<file path="src/rtl/dma_channel.sv">
module dma_channel #(
  parameter int AW = 32,
  parameter int DW = 32
) (
  input  logic          clk,
  input  logic          rst_n,
  input  logic          reg_wr,
  input  logic [2:0]    reg_addr,
  input  logic [31:0]   reg_wdata,
  output logic [31:0]   reg_rdata,
  output logic          mem_req,
  output logic          mem_we,
  output logic [1:0]    mem_size,
  output logic [AW-1:0] mem_addr,
  output logic [DW-1:0] mem_wdata,
  input  logic [DW-1:0] mem_rdata,
  input  logic          mem_ready,
  input  logic          mem_err,
  output logic          dev_req,
  output logic          dev_we,
  output logic [1:0]    dev_size,
  output logic [AW-1:0] dev_addr,
  output logic [DW-1:0] dev_wdata,
  input  logic [DW-1:0] dev_rdata,
  input  logic          dev_ready,
  input  logic          dev_err,
  input  logic          hw_req,
  output logic          hw_ack,
  output logic          irq
);
  typedef enum logic [1:0] {S_IDLE, S_RD, S_WR} st_t;
  st_t st;

  logic blk_act, ch_act;
  logic run, to_dev, inc_mem, inc_dev, no_flow, go;
  logic [2:0] usize, sts, ien;
  logic [AW-1:0] start_a, end_a, dev_a, mem_fix;
  logic [DW-1:0] hold;
  logic ack_q;

  logic [AW-1:0] step, next_a;
  logic [1:0] szc;
  logic active, busy, trig, flow_stop, abort_w, srst;
  logic src_ready, src_err, dst_ready, dst_err;
  logic [DW-1:0] src_data;

  assign step   = (usize == 3'd4) ? AW'(4) : (usize == 3'd2) ? AW'(2) : AW'(1);
  assign szc    = (usize == 3'd4) ? 2'd2 : (usize == 3'd2) ? 2'd1 : 2'd0;
  assign next_a = start_a + step;
  assign active = blk_act & ch_act;
  assign busy   = (st != S_IDLE);
  assign abort_w = reg_wr && reg_addr == 3'd2 && reg_wdata[6];
  assign srst    = reg_wr && reg_addr == 3'd0 && reg_wdata[1];
  assign trig   = active && !abort_w && (no_flow ? go : (run && hw_req));
  assign flow_stop = busy && !no_flow && !hw_req;

  assign src_ready = to_dev ? mem_ready : dev_ready;
  assign src_err   = to_dev ? mem_err   : dev_err;
  assign src_data  = to_dev ? mem_rdata : dev_rdata;
  assign dst_ready = to_dev ? dev_ready : mem_ready;
  assign dst_err   = to_dev ? dev_err   : mem_err;

  assign mem_req   = (st == S_RD && to_dev) || (st == S_WR && !to_dev);
  assign dev_req   = (st == S_RD && !to_dev) || (st == S_WR && to_dev);
  assign mem_we    = (st == S_WR);
  assign dev_we    = (st == S_WR);
  assign mem_size  = szc;
  assign dev_size  = szc;
  assign mem_addr  = inc_mem ? start_a : mem_fix;
  assign dev_addr  = dev_a;
  assign mem_wdata = hold;
  assign dev_wdata = hold;
  assign hw_ack    = ack_q;
  assign irq       = |(sts & ien);

  always_comb begin
    case (reg_addr)
      3'd0: reg_rdata = {31'd0, blk_act};
      3'd1: reg_rdata = {31'd0, ch_act};
      3'd2: reg_rdata = {9'd0, usize, 14'd0, go, no_flow, inc_dev, inc_mem, to_dev, run};
      3'd3: reg_rdata = 32'(start_a);
      3'd4: reg_rdata = 32'(end_a);
      3'd5: reg_rdata = 32'(dev_a);
      3'd6: reg_rdata = {29'd0, sts};
      default: reg_rdata = {29'd0, ien};
    endcase
  end

  always_ff @(posedge clk) begin
    if (!rst_n || srst) begin
      st <= S_IDLE;
      blk_act <= 1'b0; ch_act <= 1'b0;
      run <= 1'b0; to_dev <= 1'b0; inc_mem <= 1'b0; inc_dev <= 1'b0;
      no_flow <= 1'b0; go <= 1'b0; usize <= 3'd0;
      start_a <= '0; end_a <= '0; dev_a <= '0; mem_fix <= '0;
      sts <= 3'd0; ien <= 3'd0; hold <= '0; ack_q <= 1'b0;
    end else begin
      ack_q <= 1'b0;
      if (reg_wr) begin
        case (reg_addr)
          3'd0: blk_act <= reg_wdata[0];
          3'd1: ch_act <= reg_wdata[0];
          3'd2: begin
            run     <= reg_wdata[0] & ~reg_wdata[6];
            to_dev  <= reg_wdata[1];
            inc_mem <= reg_wdata[2];
            inc_dev <= reg_wdata[3];
            no_flow <= reg_wdata[4];
            go      <= reg_wdata[5] & ~reg_wdata[6];
            usize   <= reg_wdata[22:20];
          end
          3'd3: begin start_a <= AW'(reg_wdata); mem_fix <= AW'(reg_wdata); end
          3'd4: end_a <= AW'(reg_wdata);
          3'd5: dev_a <= AW'(reg_wdata);
          3'd6: sts <= sts & ~reg_wdata[2:0];
          default: ien <= reg_wdata[2:0];
        endcase
      end
      case (st)
        S_IDLE: begin
          if (trig) begin
            if (start_a >= end_a) begin
              sts[0] <= 1'b1; run <= 1'b0; go <= 1'b0;
            end else begin
              st <= S_RD;
            end
          end
        end
        S_RD: begin
          if (!active || abort_w) st <= S_IDLE;
          else if (flow_stop) begin
            sts[1] <= 1'b1; run <= 1'b0; st <= S_IDLE;
          end else if (src_ready) begin
            if (src_err) begin
              sts[2] <= 1'b1; run <= 1'b0; go <= 1'b0; st <= S_IDLE;
            end else begin
              hold <= src_data; st <= S_WR;
            end
          end
        end
        default: begin
          if (!active || abort_w) st <= S_IDLE;
          else if (flow_stop) begin
            sts[1] <= 1'b1; run <= 1'b0; st <= S_IDLE;
          end else if (dst_ready) begin
            st <= S_IDLE;
            if (dst_err) begin
              sts[2] <= 1'b1; run <= 1'b0; go <= 1'b0;
            end else begin
              start_a <= next_a;
              if (inc_dev) dev_a <= dev_a + step;
              ack_q <= !no_flow;
              if (next_a >= end_a) begin
                sts[0] <= 1'b1; run <= 1'b0; go <= 1'b0;
              end
            end
          end
        end
      endcase
    end
  end
endmodule

</file>
<file path="config.mk">
export PLATFORM = sky130hd
export DESIGN_NAME = dma_channel
export DESIGN_NICKNAME = d
export VERILOG_FILES = /design/src/rtl/dma_channel.sv
export SDC_FILE = /design/constraint.sdc
export NUM_CORES = 1
export LEC_CHECK = 0
export ABC_AREA = 0
export BUFFER_PORTS_ARGS = -buffer_cell sky130_fd_sc_hd__buf_4
export CORE_MARGIN = 2
export CORE_UTILIZATION = 25
export CTS_BUF_LIST = sky130_fd_sc_hd__clkbuf_8
export DETAILED_ROUTE_END_ITERATION = 10
export GPL_TIMING_DRIVEN = 0
export HOLD_SLACK_MARGIN = 0.05
export PLACE_DENSITY = 0.48
export SYNTH_ARGS = -nofsm -noshare
export SYNTH_HDL_FRONTEND = slang
export SYNTH_SLANG_ARGS = --single-unit
</file>
<file path="constraint.sdc">
create_clock -name clk -period 8.7 [get_ports clk]
set_input_delay 1.305 -clock clk [delete_from_list [all_inputs] [get_ports clk]]
set_output_delay 1.305 -clock clk [all_outputs]
set_load 0.05 [all_outputs]
</file>
## Word-level counts from Yosys, hierarchy flattened

Index checks and enable logic that the tools add are counted.

| cells by class | value |
|---|---|
| $add $sub $neg | 2 |
| magnitude comparators | 2 |
| equality and inequality tests | 13 |
| muxes and demuxes | 84 |
| bitwise gates (word level) | 12 |
| reductions and logical operators | 39 |

Operator list:

| cell | count |
|---|---|
| $mux W32 | 17 |
| $pmux W32 S7 | 1 |
| $add A32 B3 Y32 | 2 |
| $ge A32 B32 Y1 | 2 |
| $mux W1 | 45 |
| $mux W2 | 12 |
| $reduce_or A7 Y1 | 2 |
| $logic_and A1 B1 Y1 | 13 |
| $eq A3 B3 Y1 const B | 4 |
| $mux W3 | 4 |
| $reduce_and A2 Y1 | 6 |
| $eq A3 B2 Y1 const B | 3 |
| $pmux W2 S2 | 2 |
| $and A3 B3 Y3 | 2 |
| $logic_not A1 Y1 | 6 |
| $not A1 Y1 | 6 |
| $pmux W1 S2 | 3 |
| $reduce_and A5 Y1 | 1 |
| $reduce_bool A5 Y1 | 1 |
| $logic_or A1 B1 Y1 | 4 |
| $ne A2 B2 Y1 const B | 2 |
| $ne A4 B3 Y1 const B | 1 |
| $reduce_and A4 Y1 | 1 |
| $and A1 B1 Y1 | 3 |
| 9 further kinds | 9 |

| storage, ports and cells | value |
|---|---|
| register bits | 180 |
| input bits | 107 |
| output and inout bits | 170 |

## Logic depth before layout (Yosys ltp)

| logic depth | value |
|---|---|
| depth after elaboration | 11 |
| gate-level depth with buffers | 18 |
| mapped depth without buffers | 17 |

## Worst setup path after synthesis

No wires, ideal clock.

| path | value |
|---|---|
| path type | reg2reg |
| start point | register usize[1] |
| end point | register run |
| library setup time | 0.058 ns |
| arrival | 5.056 ns |
| path slack | 3.586 ns |
| stages on the path, launching flop included | 18 |
| path buffers | 1 |
| clock period less this slack | 5.114 ns |
| cell sequence | dfxtp_1 nor3b_1 ha_1 a21o_1 a21oi_1 or4_1 buf_2 nor2_2 nand2_1 xnor2_1 ha_1 a21o_1 a21o_1 a21oi_1 o21ai_0 a211oi_1 and3b_1 o211a_1 |

| between the ends | value |
|---|---|
| word-level cells in the longest chain between the ends | 11 |
| elaborated cells between the ends (all ways) | 12 |
| those cells by class | add/sub (1); order compare (1); eq/ne (2); mux (8) |

RTL lines:

| element | RTL line | source |
|---|---|---|
| from (decl) | 36 | `logic [2:0] usize, sts, ien;` |
| from (signal assigned) | 110 | `usize <= reg_wdata[22:20];` |
| $eq A3 B2 Y1 | 47 | `assign step = (usize == 3'd4) ? AW'(4) : (usize == 3'd2) ? AW'(2) : AW'(1);` |
| $mux W2 | 47 |  |
| $mux W3 * | 47 |  |
| $add A32 B3 Y32 * | 49 | `assign next_a = start_a + step;` |
| $ge A32 B32 Y1 * | 153 | `if (next_a >= end_a) begin` |
| $mux W1 * | 153 |  |
| $mux W1 * | 147 | `if (dst_err) begin` |
| $mux W1 * | 145 | `end else if (dst_ready) begin` |
| $mux W1 * | 143 | `else if (flow_stop) begin` |
| $mux W1 * | 142 | `if (!active \|\| abort_w) st <= S_IDLE;` |
| $pmux W1 S2 * | 119 | `case (st)` |
| to (signal assigned) | 104 | `run <= reg_wdata[0] & ~reg_wdata[6];` |
| to (decl) | 35 | `logic run, to_dev, inc_mem, inc_dev, no_flow, go;` |

Every way passes the cells marked *; elsewhere a longest branch is shown, timed or not.
A chain may end at the register's enable or synchronous reset.

## Final worst setup path

Ends and elaborated chain as after synthesis.

==> summary.md <==
| Metric | Value |
|---|---|
| Status | `finished clean` |
| Pin count of the biggest net entering global routing | `17` |
| Pwr Density | `approximately 120 nW/um2` |
| Synthesis Warnings | `0` |
| Routed vias | `between 10000 and 15000` |
| Number of global-route vias before repair | `between 10000 and 15000` |
| Worst EP arrival | `6.64 ns` |
| Final setup skew | `0.0288 ns` |
| Maxcap violations | `0` |
| # hold bufs at CTS | `0` |
| Clock share of power | `0.331` |
| Share of cells above drive strength 1 | `0.232` |
| Primary FF master, synth | `dfxtp_1` |
| DP Wirelength | `around 42000 um` |
| Die height | `~220 um` |
| Sw power | `~0.59 mW` |
| Pre-CTS WS | `~2.6 ns` |
| CTS max path bufs | `2` |
| Core area | `around 45000 um2` |
| Initial antenna violation count | `0` |
| Clock latency on the worst-skew pair | `between 0.5 and 0.6 ns` |
| Final hold vios | `0` |
| Min Hold Slack | `~0.46 ns` |
| Synth cell types | `74` |
| Initial DRC count | `980` |
| Most frequent cell after synthesis | `nand2_1` |
| # setup viols final | `0` |
| Final worst setup slack | `about 2.5 ns` |
| Peak VDD IR | `90.8 uV` |
| Worst-Margin Slew | `between 1 and 1.5 ns` |
| Setup TNS | `0 ns` |
| Switch share | `0.337` |
| Critical path, cell by cell | `nor3b_1 -> nor2_1 -> ha_1 -> a21o_1 -> a21oi_1 -> nor3_1 -> and3_1 -> xor2_1 -> ha_1 -> nand4_1 -> nor3_1 -> a22oi_1 -> a31oi_1 -> a211oi_1 -> and3b_1 -> o211a_1` |
| TritonCTS clock tree | `built` |
| Filler cells | `approximately 4900` |
| Post-cts resize count | `0` |
| Die area | `around 48000 um2` |
| Fin crit period | `about 6.2 ns` |
| Leading post-synthesis cells by cell area | `dfxtp_1 (31%), nand2_1 (8.5%), ha_1 (7.6%)` |
| Comb power frac | `0.179` |
| Max Transition Viols Final | `0` |
| Final period util | `0.710` |
| Wirelength, routed | `52900 um` |
| Seq pwr share | `0.490` |
| Internal | `1.16 mW` |
| GRT overflow | `0` |
| Final net count | `around 1900` |
| Top-Level Pins | `roughly 280` |
| Synth top cells by count | `nand2_1 (263), dfxtp_1 (180), a21oi_1 (137), nor2_1 (113), o21ai_0 (85)` |
| Post-synth EDFFs | `0` |
| GRT Util Overall | `0.216` |
| CP endpoint kind | `flip-flop` |
| CTS root buf | `clkbuf_8` |
| Vias/cell | `between 5 and 6` |
| Data required, critical path | `9.17 ns` |
| 1st-pass router iterations | `6` |
| Initial Utilization | `0.254` |
| Syn Area/Cell | `between 7 and 8 um2` |
| Fmax | `162 MHz` |
| DRC Markers | `0` |
| Port Buf Inserts | `about 270` |
| Synthesized flop and latch total | `180` |
| Cell count after placement | `~2400` |
| Share of the synthesized area in the top cell type | `0.312` |
| # H-tree levels | `4` |
| Post-CTS Setup Repair Bufs | `0` |
| First-pass GRT wire length | `approximately 76000 um` |
| Slew HR | `0.0409` |
| Num rows | `78` |
| Synthesized area | `approximately 12000 um2` |
| Post-DP Area | `14400 um2` |
| DR WL/cell | `roughly 22 um` |
| Unrepaired setup endpoints after global routing | `false` |
| Max FO, Critical Path | `7` |
| Clock Sinks | `180` |
| Synth Net Count | `around 1700` |
| Critical path class | `reg -> reg` |
| GP Congestion | `about 0.9` |
| Worst-path clk slew | `between 0.1 and 0.15 ns` |
| Area grow syn2layout | `27.5%` |
| Routed Antenna Nets | `0` |
| Non-filler instance count after layout | `between 2000 and 2500` |
| Slowest cell on crit path | `nor3b_1` |
| Leading area contributor after synthesis | `dfxtp_1` |
| Die width | `219 um` |
| Synth Instances | `1476` |
| Leak pwr | `6.01 nW` |
| Register area share after synthesis | `0.312` |
| TritonCTS buffer count | `17` |
| Footprint of the multi-input gates | `between 7000 and 8000 um2` |
| Crit path largest cell delay | `~1.1 ns` |
| Type of origin of the critical path | `flip-flop` |
| Design area | `~15000 um2` |
| Post-synth ARST share | `0` |
| Hold WC Path Type | `reg -> reg` |
| Seq. cell area | `~3600 um2` |
-- final timing paths --
path / start / slack (ns) / cells past startpoint / to
worst max register to register: usize[1] / 2.52 / 16 / run
worst min-delay path: mem_fix[7] / 0.46 / 2 / mem_fix[7]
worst max-delay path: usize[1] / 2.52 / 16 / run
worst min register to register: mem_fix[7] / 0.46 / 2 / mem_fix[7]
-- through the flow --
stage | total power, mW | utilization
5_1_grt | 1.82 | 0.324
3_5_place_dp | 1.19 | 0.316
6_report | 1.75 | 0.324
3_3_place_gp | 1.18 | 0.316
4_1_cts | 1.76 | 0.324
2_1_floorplan | 1.03 | -
-- power by group through the flow --
stage	sequential, mW	clock, mW	combinational [mW]
after global routing	0.859	0.630	0.332
after CTS	0.857	0.596	0.312
after floorplan	0.882	0	0.152
final	0.857	0.579	0.313
after global placement	0.875	0	0.309
after detailed placement	0.876	0	0.310
-- cells by family after synthesis --
group,after synthesis,synth area share
multiplexers,104,0.0952
flip-flops,180,0.312
XOR/XNOR,32,0.0243
adder cells (fa/ha/maj),72,0.0793
buffers and inverters,180,0.0722
AO/OA/AOI/OAI,376,0.202
AND/OR/NAND/NOR,532,0.215
-- critical path, delay by kind of cell (launching register included) --
kind                     cells  cell delay [ns]
AO/OA/AOI/OAI                6             2.43
XOR/XNOR                     1             0.16
adder cells (fa/ha/maj)      2             0.62
flip-flops                   1             0.42
AND/OR/NAND/NOR              7             2.46
-- cells in the final DEF, fill, tap and decap left out, types with 15 or more instances in the layout --
cell type,count
a311oi_1,15
a21oi_1,137
o21ai_0,85
ha_1,70
nand4_1,15
nor2_1,113
and3_1,19
nand3_1,30
xor2_1,17
mux2_2,37
a221oi_1,16
clkbuf_8,19
clkbuf_1,67
xnor2_1,15
buf_4,310
buf_2,16
dfxtp_1,180
a211oi_1,51
a22oi_1,18
inv_1,44
nor3_1,18
nand2_1,263
buf_1,16
mux2i_1,66
-- routing by layer --
metal  GRT usage  share of wire
met5           0              0
met2       0.363           0.47
met3      0.0459          0.087
met1       0.276           0.42
met4      0.0633          0.024
-- flip-flops by register name, indices dropped and copies added, names as in the netlist, 2 cells and up --
| name | flops |
|---|---|
| dev_addr | 32 |
| dev_wdata | 32 |
| end_a | 32 |
| ien | 3 |
| mem_fix | 32 |
| st | 2 |
| start_a | 32 |
| sts | 3 |
| usize | 3 |
-- layout make-up --
cell class / count / share of cell area
Clock inverter: 13 / 0.00697
Clock buffer: 19 / 0.0178
Antenna cell: 1 / 0.000170
Multi-Input combinational cell: 1116 / 0.483
Tap cell: 600 / 0.0510
Buffer: 137 / 0.0456
Timing Repair Buffer: 274 / 0.140
Inverter: 43 / 0.0110
Sequential cell: 180 / 0.245
Note: power is estimated with default switching activity, not from simulation.
